### src/rtl/psp_pkg.sv
package psp_pkg;
  localparam int HDR_BYTES = 12;
  localparam logic [1:0] FMT_IQ32  = 2'd0;
  localparam logic [1:0] FMT_RAW16 = 2'd1;

  // log2 of the payload bytes per sample
  function automatic logic [1:0] bps_log2(input logic [1:0] fmt);
    case (fmt)
      FMT_IQ32:  return 2'd2;
      FMT_RAW16: return 2'd1;
      default:   return 2'd3;
    endcase
  endfunction

  // byte k of one packed sample
  function automatic logic [7:0] payload_byte(input logic [1:0] fmt, input logic le,
                                              input logic [63:0] w, input logic [2:0] k);
    logic [31:0] f;
    logic [1:0]  pos, top, sh;
    case (fmt)
      FMT_RAW16: begin f = {16'h0, w[15:0]}; pos = {1'b0, k[0]}; top = 2'd1; end
      FMT_IQ32: begin
        f   = k[1] ? {16'h0, w[15:0]} : {16'h0, w[47:32]};
        pos = {1'b0, k[0]};
        top = 2'd1;
      end
      default: begin f = k[2] ? w[31:0] : w[63:32]; pos = k[1:0]; top = 2'd3; end
    endcase
    sh = le ? pos : top - pos;
    return f[{sh, 3'b000} +: 8];
  endfunction

  function automatic logic [7:0] header_byte(input logic [3:0] idx, input logic [7:0] fid,
                                             input logic [7:0] flags, input logic [15:0] cnt,
                                             input logic [31:0] sec, input logic [15:0] mk);
    case (idx)
      4'd0:    return fid;
      4'd1:    return flags;
      4'd2:    return cnt[15:8];
      4'd3:    return cnt[7:0];
      4'd4:    return sec[31:24];
      4'd5:    return sec[23:16];
      4'd6:    return sec[15:8];
      4'd7:    return sec[7:0];
      4'd8:    return mk[15:8];
      4'd9:    return mk[7:0];
      default: return 8'h00;
    endcase
  endfunction

  function automatic int unsigned clamp_len(input logic [15:0] req, input int unsigned maxs);
    if (req == 16'd0) return 1;
    if (32'(req) > maxs) return maxs;
    return 32'(req);
  endfunction
endpackage

### src/rtl/psp_pps_tagger.sv
module psp_pps_tagger (
  input  logic        clk,
  input  logic        rst_n,
  input  logic        pps_in,
  input  logic [31:0] gps_sec,
  input  logic        consume,
  output logic        pend,
  output logic [31:0] pend_sec,
  output logic [31:0] last_sec
);
  logic [2:0]  sync_q;
  logic        rise;
  logic        pend_q;
  logic [31:0] pend_sec_q, last_sec_q;

  assign rise     = sync_q[1] & ~sync_q[2];
  assign pend     = pend_q | rise;
  assign pend_sec = rise ? gps_sec : pend_sec_q;
  assign last_sec = last_sec_q;

  always_ff @(posedge clk) begin
    if (!rst_n) begin
      sync_q     <= '0;
      pend_q     <= 1'b0;
      pend_sec_q <= '0;
      last_sec_q <= '0;
    end else begin
      sync_q <= {sync_q[1:0], pps_in};
      if (consume)   pend_q <= 1'b0;
      else if (rise) pend_q <= 1'b1;
      if (rise) begin
        pend_sec_q <= gps_sec;
        last_sec_q <= gps_sec;
      end
    end
  end

  // an untaken mark stays pending
  a_r8_pend_hold: assert property (@(posedge clk) disable iff (!rst_n)
    pend_q && !consume |=> pend_q);
endmodule

### src/rtl/psp_sample_store.sv
module psp_sample_store #(
  parameter int DEPTH = 16,
  parameter int W     = 64,
  localparam int AW   = (DEPTH > 1) ? $clog2(DEPTH) : 1
) (
  input  logic          clk,
  input  logic          we,
  input  logic [AW-1:0] waddr,
  input  logic [W-1:0]  wdata,
  input  logic [AW-1:0] raddr,
  output logic [W-1:0]  rdata
);
  logic [W-1:0] mem [DEPTH];

  always_ff @(posedge clk) begin
    if (we) mem[waddr] <= wdata;
  end

  assign rdata = mem[raddr];
endmodule

### src/rtl/psp_byte_emitter.sv
module psp_byte_emitter
  import psp_pkg::*;
#(
  parameter int MAX_SAMPLES = 16,
  localparam int AW  = (MAX_SAMPLES > 1) ? $clog2(MAX_SAMPLES) : 1,
  localparam int CW  = $clog2(MAX_SAMPLES + 1),
  localparam int TOT = HDR_BYTES + 8 * MAX_SAMPLES,
  localparam int BW  = $clog2(TOT + 1)
) (
  input  logic          clk,
  input  logic          rst_n,
  input  logic          start,
  input  logic [1:0]    fmt,
  input  logic          le,
  input  logic [CW-1:0] hdr_cnt,
  input  logic          hdr_mark,
  input  logic [31:0]   hdr_sec,
  input  logic [15:0]   hdr_idx,
  input  logic [63:0]   rdata,
  output logic [AW-1:0] raddr,
  input  logic          out_ready,
  output logic          out_valid,
  output logic [7:0]    out_data,
  output logic          out_sop,
  output logic          out_eop,
  output logic          done
);
  logic          busy;
  logic [BW-1:0] bidx, total, pidx, sidx;
  logic [1:0]    lg;
  logic [2:0]    k;

  always_comb begin
    lg    = bps_log2(fmt);
    total = BW'(HDR_BYTES) + (BW'(hdr_cnt) << lg);
    pidx  = bidx - BW'(HDR_BYTES);
    sidx  = pidx >> lg;
    k     = 3'(pidx) & ((3'd1 << lg) - 3'd1);
  end

  assign raddr     = AW'(sidx);
  assign out_valid = busy;
  assign out_sop   = busy && (bidx == '0);
  assign out_eop   = busy && (bidx == total - BW'(1));
  assign done      = out_eop && out_ready;
  assign out_data  = (bidx < BW'(HDR_BYTES))
                   ? header_byte(4'(bidx), {6'b0, fmt}, {7'b0, hdr_mark}, 16'(hdr_cnt), hdr_sec, hdr_idx)
                   : payload_byte(fmt, le, rdata, k);

  always_ff @(posedge clk) begin
    if (!rst_n) begin
      busy <= 1'b0;
      bidx <= '0;
    end else if (start) begin
      busy <= 1'b1;
      bidx <= '0;
    end else if (busy && out_ready) begin
      if (out_eop) busy <= 1'b0;
      else         bidx <= bidx + BW'(1);
    end
  end

  // a stalled byte holds
  a_r10_stall_hold: assert property (@(posedge clk) disable iff (!rst_n)
    busy && !out_ready |=> busy && $stable(out_data) && $stable(out_sop) && $stable(out_eop));
  // the emitted packet length stays within bounds
  a_r6_count_bound: assert property (@(posedge clk) disable iff (!rst_n)
    busy |-> (hdr_cnt != '0) && (32'(hdr_cnt) <= MAX_SAMPLES));
endmodule

### src/rtl/psp_packetizer.sv
module psp_packetizer
  import psp_pkg::*;
#(
  parameter int MAX_SAMPLES = 16,
  localparam int AW = (MAX_SAMPLES > 1) ? $clog2(MAX_SAMPLES) : 1,
  localparam int CW = $clog2(MAX_SAMPLES + 1)
) (
  input  logic        clk,
  input  logic        rst_n,
  input  logic [1:0]  cfg_fmt,
  input  logic        cfg_le,
  input  logic [15:0] cfg_pkt_len,
  input  logic        pps_in,
  input  logic [31:0] gps_sec,
  input  logic        in_valid,
  output logic        in_ready,
  input  logic [63:0] in_data,
  input  logic        out_ready,
  output logic        out_valid,
  output logic [7:0]  out_data,
  output logic        out_sop,
  output logic        out_eop,
  output logic        overflow
);
  logic [CW-1:0] cnt_q, cur_len, req_len, eff_len, hdr_cnt;
  logic [1:0]    cur_fmt;
  logic          cur_le;
  logic          accept, close, tag, boundary, emit_done;
  logic          pend;
  logic [31:0]   pend_sec, last_sec;
  logic          mark_q, hdr_mark;
  logic [15:0]   midx_q, hdr_idx;
  logic [31:0]   msec_q, hdr_sec;
  logic [AW-1:0] raddr;
  logic [63:0]   rdata;
  logic          ovf_q;

  assign in_ready = !out_valid;
  assign accept   = in_valid && in_ready;
  assign boundary = in_ready && (cnt_q == '0);
  assign req_len  = CW'(clamp_len(cfg_pkt_len, MAX_SAMPLES));
  assign eff_len  = (cnt_q == '0) ? req_len : cur_len;
  assign close    = accept && (cnt_q == eff_len - CW'(1));
  assign tag      = accept && pend && !mark_q;
  assign overflow = ovf_q;

  psp_pps_tagger u_pps (
    .clk(clk), .rst_n(rst_n), .pps_in(pps_in), .gps_sec(gps_sec),
    .consume(tag), .pend(pend), .pend_sec(pend_sec), .last_sec(last_sec)
  );

  psp_sample_store #(.DEPTH(MAX_SAMPLES), .W(64)) u_store (
    .clk(clk), .we(accept), .waddr(AW'(cnt_q)), .wdata(in_data),
    .raddr(raddr), .rdata(rdata)
  );

  psp_byte_emitter #(.MAX_SAMPLES(MAX_SAMPLES)) u_emit (
    .clk(clk), .rst_n(rst_n), .start(close), .fmt(cur_fmt), .le(cur_le),
    .hdr_cnt(hdr_cnt), .hdr_mark(hdr_mark), .hdr_sec(hdr_sec), .hdr_idx(hdr_idx),
    .rdata(rdata), .raddr(raddr), .out_ready(out_ready), .out_valid(out_valid),
    .out_data(out_data), .out_sop(out_sop), .out_eop(out_eop), .done(emit_done)
  );

  always_ff @(posedge clk) begin
    if (!rst_n) begin
      cnt_q    <= '0;
      cur_len  <= CW'(1);
      cur_fmt  <= '0;
      cur_le   <= 1'b0;
      mark_q   <= 1'b0;
      midx_q   <= '0;
      msec_q   <= '0;
      hdr_cnt  <= CW'(1);
      hdr_mark <= 1'b0;
      hdr_idx  <= 16'hFFFF;
      hdr_sec  <= '0;
      ovf_q    <= 1'b0;
    end else begin
      if (boundary) begin
        cur_fmt <= cfg_fmt;
        cur_le  <= cfg_le;
        cur_len <= req_len;
      end
      if (close) begin
        cnt_q    <= '0;
        hdr_cnt  <= cnt_q + CW'(1);
        hdr_mark <= mark_q || tag;
        hdr_idx  <= tag ? 16'(cnt_q) : (mark_q ? midx_q : 16'hFFFF);
        hdr_sec  <= tag ? pend_sec : (mark_q ? msec_q : last_sec);
        mark_q   <= 1'b0;
      end else if (accept) begin
        cnt_q <= cnt_q + CW'(1);
        if (tag) begin
          mark_q <= 1'b1;
          midx_q <= 16'(cnt_q);
          msec_q <= pend_sec;
        end
      end
      if (in_valid && !in_ready && out_valid && !out_ready) ovf_q <= 1'b1;
    end
  end

  // overflow is sticky
  a_r11_sticky: assert property (@(posedge clk) disable iff (!rst_n)
    overflow |=> overflow);
  // a closing sample starts a packet on the next cycle
  a_r6_close_starts: assert property (@(posedge clk) disable iff (!rst_n)
    close |=> out_valid && out_sop);
  // the mark index falls inside the packet
  a_r8_mark_range: assert property (@(posedge clk) disable iff (!rst_n)
    out_valid && hdr_mark |-> (32'(hdr_idx) < 32'(hdr_cnt)));
  // no mark means the empty index code
  a_r9_no_mark_idx: assert property (@(posedge clk) disable iff (!rst_n)
    out_valid && !hdr_mark |-> hdr_idx == 16'hFFFF);
  // emission ends before more input is taken
  a_r10_done_frees: assert property (@(posedge clk) disable iff (!rst_n)
    emit_done |=> in_ready && !out_valid);
endmodule

### config.mk
export PLATFORM = sky130hd
export DESIGN_NAME = psp_packetizer
export DESIGN_NICKNAME = d
export VERILOG_FILES = /design/src/rtl/psp_pkg.sv /design/src/rtl/psp_pps_tagger.sv /design/src/rtl/psp_sample_store.sv /design/src/rtl/psp_byte_emitter.sv /design/src/rtl/psp_packetizer.sv
export SDC_FILE = /design/constraint.sdc
export NUM_CORES = 2
export LEC_CHECK = 0
export BUFFER_PORTS_ARGS = -buffer_cell sky130_fd_sc_hd__buf_4
export CAP_MARGIN = 25
export CORE_MARGIN = 2
export CORE_UTILIZATION = 56
export CTS_CLUSTER_DIAMETER = 120
export DETAILED_ROUTE_END_ITERATION = 6
export PLACE_DENSITY = 0.76
export SYNTH_ARGS = -nofsm -noshare
export SYNTH_HDL_FRONTEND = slang
export SYNTH_SLANG_ARGS = --single-unit
### constraint.sdc
create_clock -name clk -period 5.7 [get_ports clk]
set_input_delay 0 -clock clk [delete_from_list [all_inputs] [get_ports clk]]
set_output_delay 0 -clock clk [all_outputs]
set_load 0.01 [all_outputs]
Word level (Yosys, flattened, before mapping):

Memory sizes are Yosys's and may differ from the RTL's.
Cells that the tools add are included.
W data, S select, Z words.

* add/sub/neg operators: 8
* $lt $le $gt $ge: 2
* equality and inequality tests: 11
* shift operators: 4
* mux-type cells: 27
* bitwise operators: 7
* reductions and logical operators: 29

Operators by type and width (count)
* $mux W32: 4
* $pmux W8 S9: 1
* $pmux W32 S2: 1
* $mux W16: 3
* $shiftx A32 B6 Y8: 1
* $mux W5: 4
* $eq A4 B3 Y1 const B: 4
* $gt A16 B5 Y1 const B: 1
* $logic_not A16 Y1: 1
* $logic_and A1 B1 Y1: 11
* $mux W1: 9
* $add A4 B8 Y8 const A: 1
* $add A8 B1 Y8 const B: 1
* $eq A4 B4 Y1 const B: 2
* $eq A8 B8 Y1: 1
* $logic_not A8 Y1: 1
* $lt A8 B4 Y1 const B: 1
* $mux W8: 1
* $shl A5 B2 Y8: 1
* $shr A8 B2 Y4: 1
* $sub A8 B1 Y8 const B: 1
* $sub A8 B4 Y8 const B: 1
* $mux W2: 3
* $reduce_and A2 Y1: 3
* 22 further kinds: 30

* bits in registers: 183
* memory bits (writable): 1024
* logic and storage cells: 107
* memories: 1

Memory list
* u_store.mem: words 16, width 64, read ports 1, clocked after Yosys merged registers in 0, write ports 1, line psp_sample_store.sv:13 `logic [W-1:0] mem [DEPTH];`

Logic depth before layout (Yosys ltp):

* depth in word-level cells: 11
* gate-level depth with buffers: 16
* depth with buffers taken out: 13

Cells and area by module:

From an unflattened synthesis, not the netlist that was laid out.

* cell total of the unflattened synthesis: 2720
* area total of the unflattened synthesis: 48096.1 µm²

By module, submodules not included
* psp_sample_store: times used 1, cells each 1583, area each 38301.7 µm²
* psp_packetizer: times used 1, cells each 601, area each 4946.0 µm²
* psp_pps_tagger: times used 1, cells each 296, area each 2815.2 µm²
* psp_byte_emitter: times used 1, cells each 240, area each 2033.2 µm²

Least setup slack after synthesis:

No wires, ideal clock.

* kind: register to register
* start: register u_emit.busy (netlist: u_emit.out_valid)
* end: memory u_store.mem[3][0], enable pin
* arrival: 5.400 ns
* required time: 5.135 ns
* setup slack: -0.265 ns
* cell stages (with the launch flop): 6
* buffers on the path: 2
* path through: dfxtp_1 -> clkbuf_1 -> nor2b_1 -> clkbuf_1 -> nand2_1 -> nor3_1

* word-level cells in the longest chain between the ends: 4

RTL lines
* start, declared: line psp_byte_emitter.sv:28 `logic busy;`
* start signal, assigned: line psp_byte_emitter.sv:52 `busy <= 1'b0;`
* start signal, assigned: line psp_byte_emitter.sv:55 `busy <= 1'b1;`
* start signal, assigned: line psp_byte_emitter.sv:58 `if (out_eop) busy <= 1'b0;`
* $logic_not A1 Y1: line psp_packetizer.sv:38 `assign in_ready = !out_valid;`
* $logic_and A1 B1 Y1: line psp_packetizer.sv:39 `assign accept = in_valid && in_ready;`
* $mux W1: line psp_sample_store.sv:16 `if (we) mem[waddr] <= wdata;`
* $mux W1 (not written as such): line psp_sample_store.sv:16
* end, declared: line psp_sample_store.sv:13

Every way passes these cells.

Worst setup path in the final report:

* start: register u_emit.bidx[2]
* end: output port out_data[3]

* word-level cells in the longest chain between the ends: 7

RTL lines
* start, declared: line psp_byte_emitter.sv:29 `logic [BW-1:0] bidx, total, pidx, sidx;`
* start signal, assigned: line psp_byte_emitter.sv:59 `else bidx <= bidx + BW'(1);`
* $sub A8 B4 Y8: line psp_byte_emitter.sv:36 `pidx = bidx - BW'(HDR_BYTES);`
* $shr A8 B2 Y4: line psp_byte_emitter.sv:37 `sidx = pidx >> lg;`
* $mem_v2 Z16 W64
* $mux W32 or $mux W16 (tied branches): line psp_pkg.sv:27, psp_pkg.sv:23
* $pmux W32 S2: line psp_pkg.sv:20 `case (fmt)`
* $shiftx A32 B6 Y8: line psp_pkg.sv:30 `return f[{sh, 3'b000} +: 8];`
* $mux W8 *: line psp_byte_emitter.sv:47 `? header_byte(4'(bidx), {6'b0, fmt}, {7'b0, hdr_mark}, 16'(hdr_cnt), hdr_sec, hdr_idx)`
* end, declared: line psp_packetizer.sv:20 `output logic [7:0] out_data,`

Mark *: on every way between the ends. The rest lies on a longest branch, timed or not.

==> flow_metrics.tcl <==
set metrics [dict create \
    drive_above_1_share_pct 20.0 \
    hold_viol 0 \
    dieArea_mm2 0.0879 \
    instances_no_fill 4439 \
    rsz0062_at_grt "no" \
    tns_ns 0 \
    skew_ns 0.0377 \
    ir_drop_uv 253 \
    cp.required_ns 5.70 \
    syn_inst 2918 \
    wirelength_um 121000 \
    cts_sinks 1197 \
    crit_fanout 26 \
    finalPower_mw 18.8 \
    cts.clk_slew.worst_paths_ns 0.07 \
    fin_nets 3332 \
    leakage_nw 18.6 \
    cts_htree_levels 3 \
    cap_violations 0 \
    finalSetupViolCount 0 \
    coreArea_mm2 0.0850 \
    gp_congestion 0.844 \
    vias 28641 \
    path_class "flip-flop to output pin" \
    drv_slew 0 \
    antenna_found_initial 11 \
    synth_async_sr_flop_share_pct 0 \
    viasPerCell 6.45 \
    worst_skew_pair.late_latency_ns 0.70 \
    grt_max_degree 99 \
    die_h_um 296 \
    ys_types 88 \
    synth.area.top_cells "edfxtp_1 64%, mux4_2 11%, dfxtp_1 7.2%" \
    holdWs_ns 0.0424 \
    drt-initial-drc-count 3935 \
    synth-main-ff-cell "edfxtp_1" \
    ant_nets 0 \
    hold_class "primary input to flip-flop" \
    postSynthNetCount 3052 \
    grtUsageTotal_pct 27.7 \
    end_kind "output pin" \
    place_hpwl_um 66300 \
    start_util_pct 56.3 \
    synth_area_per_cell_um2 16.4 \
    synth_top_area_cell "edfxtp_1" \
    mostFrequentLayoutCell "edfxtp_1" \
    io_pins 133 \
    root_buffer "clkbuf_16" \
    critPathLaunchType "flip-flop" \
    synth-edff-count 1024 \
    fp.dieW_um 296 \
    layout_common_cells "1,024 x edfxtp_1, 445 x nand2_1, 224 x mux4_2, 197 x buf_4, 173 x dfxtp_1" \
    routedWlPerCell_um 27.2 \
    power.density_mw_per_mm2 339 \
    cts_tree "yes" \
    grt_pass1_wl_um 180000 \
    drc 0 \
    ys_ff_latch 1197 \
    status "complete, no violations" \
    area_delta_synth_final_pct 15.6 \
    ys_seq_area_share_pct 71.4 \
    clockBufferDepth 3 \
    grt-ovfl-total 0 \
    ys.warnings.count 0 \
    rows 107 \
    worstMarginPinSlew_ns 1.07 \
    cp.arrival_ns 5.47 \
    grt_pass1_vias 28947 \
    numPortBuffers 132 \
    numCtsBuffers 114 \
    period_share_pct 95.9 \
    placedCellCount 4083 \
    slew_headroom_pct 28.7 \
    timing.final.crit_period_ns 5.47 \
    syn_area_mm2 0.0479 \
    first_pass_iters 5 \
    synth_top_cell_area_share_pct 64.2 \
    fmax_mhz 183 \
]
[sequential cells by signal, indices dropped and copies added (netlist names), 2 cells and up]
signal / flops
u_store.mem: 1024
hdr_sec: 32
msec_q: 32
u_pps.last_sec: 32
u_pps.pend_sec_q: 32
u_emit.bidx: 8
hdr_idx: 6
cnt_q: 5
cur_len: 5
hdr_cnt: 5
midx_q: 5
u_pps.sync_q: 3
cur_fmt: 2
[logic make-up after synthesis]
kind of cell | after synthesis | synth area share [%]
and+or+nand+nor | 762 | 7.10
other | 1 | 0.00783
adders and majority gates | 14 | 0.366
DFF | 1197 | 71.4
buffers and inverters | 208 | 2.37
muxes | 254 | 11.2
xor gates and xnor gates | 33 | 0.604
AOI/OAI and AO/OA | 449 | 6.90
[timing repair]
item / CTS / global route
hold buffers: 141 / 0
setup buffers: 0 / 0
endpoints found under the setup margin: 0 / 1
gates resized for setup: 0 / 1
hold endpoints to repair: 1173 / 0
[through the flow]
| stage | worst slack, ns | cell area, um^2 | util (%) |
|---|---|---|---|
| after floorplan | 1.41 | 47900 | - |
| after global placement | 1.13 | 50100 | 59.0 |
| after detailed placement | 0.888 | 50200 | 59.1 |
| after CTS | 0.0766 | 55300 | 65.1 |
| after global routing | 0.0645 | 55400 | 65.1 |
| final | 0.233 | 55400 | 65.1 |
[layout make-up]
cell class / instances / area [um^2]
diodes: 5 / 12.5
clock inverters: 52 / 520
repair buffers: 357 / 3270
multi-input cells: 1513 / 12700
clock buffers: 156 / 3140
fillers: 5519 / 29600
well taps: 1144 / 1430
flip-flops and latches: 1197 / 34200
inverters: 15 / 56.3
[layer usage]
layer | vias up | track usage, % | share of wire (%)
met5 | - | 0 | 0.072
met4 | 12 | 11.0 | 3.5
met3 | 310 | 5.13 | 9.9
met2 | 1806 | 44.4 | 48
met1 | 14510 | 38.1 | 38
li1 | 12003 | - | -
[where the power goes]
part / leakage, nW / total (mW) / switching, mW / internal [mW]
combinational: 6.16 / 1.73 / 0.991 / 0.743
clock: 1.78 / 7.39 / 3.22 / 4.17
sequential: 10.7 / 9.64 / 0.0405 / 9.60
[path summary, 6_finish.rpt]
kind                   startpoint  cells after the start  slack, ns               to
setup / recovery   u_emit.bidx[2]                     14       0.23      out_data[3]
hold / removal    cfg_pkt_len[15]                      6       0.04       cur_len[3]
setup reg to reg         cnt_q[0]                     12       1.44      hdr_sec[29]
hold reg to reg   u_pps.sync_q[0]                      1       0.44  u_pps.sync_q[1]
[worst max-delay path, stage by stage (launching register included)]
cell	delay [ns]
dfxtp_1	0.53
inv_1	0.21
ha_1	0.42
nor2b_1	0.18
a211oi_2	0.09
nor2_4	0.53
buf_4	0.42
buf_4	0.41
mux4_2	0.35
a22oi_1	0.25
a21oi_1	0.11
a2111oi_1	0.56
buf_4	0.25
nand4_1	0.18
buf_4	0.25
[cells in the mapped netlist, types with 5 or more instances]
cell / n
nor4_1: 9
mux4_2: 224
clkbuf_1: 81
ha_1: 14
a31oi_1: 25
buf_2: 61
xor2_1: 15
buf_1: 8
a311oi_1: 8
xnor2_1: 18
a22o_1: 10
a211oi_1: 13
o21ai_0: 66
o22ai_1: 7
o211ai_1: 31
o311ai_0: 6
a21oi_1: 55
mux2i_1: 23
buf_6: 22
a41oi_1: 5
o211a_1: 34
a21boi_0: 73
inv_1: 15
a221oi_1: 8
nor2_1: 55
o2111ai_1: 6
and3_1: 15
mux2_2: 6
nor3_1: 42
nand2b_1: 7
and2_1: 11
nand4_1: 19
nand2_1: 445
o221ai_1: 6
nor2b_1: 45
nand3_1: 90
edfxtp_1: 1024
dfxtp_1: 173
buf_4: 16
o211ai_2: 8
a22oi_1: 51
No activity file was read; power rests on OpenSTA's default activity.
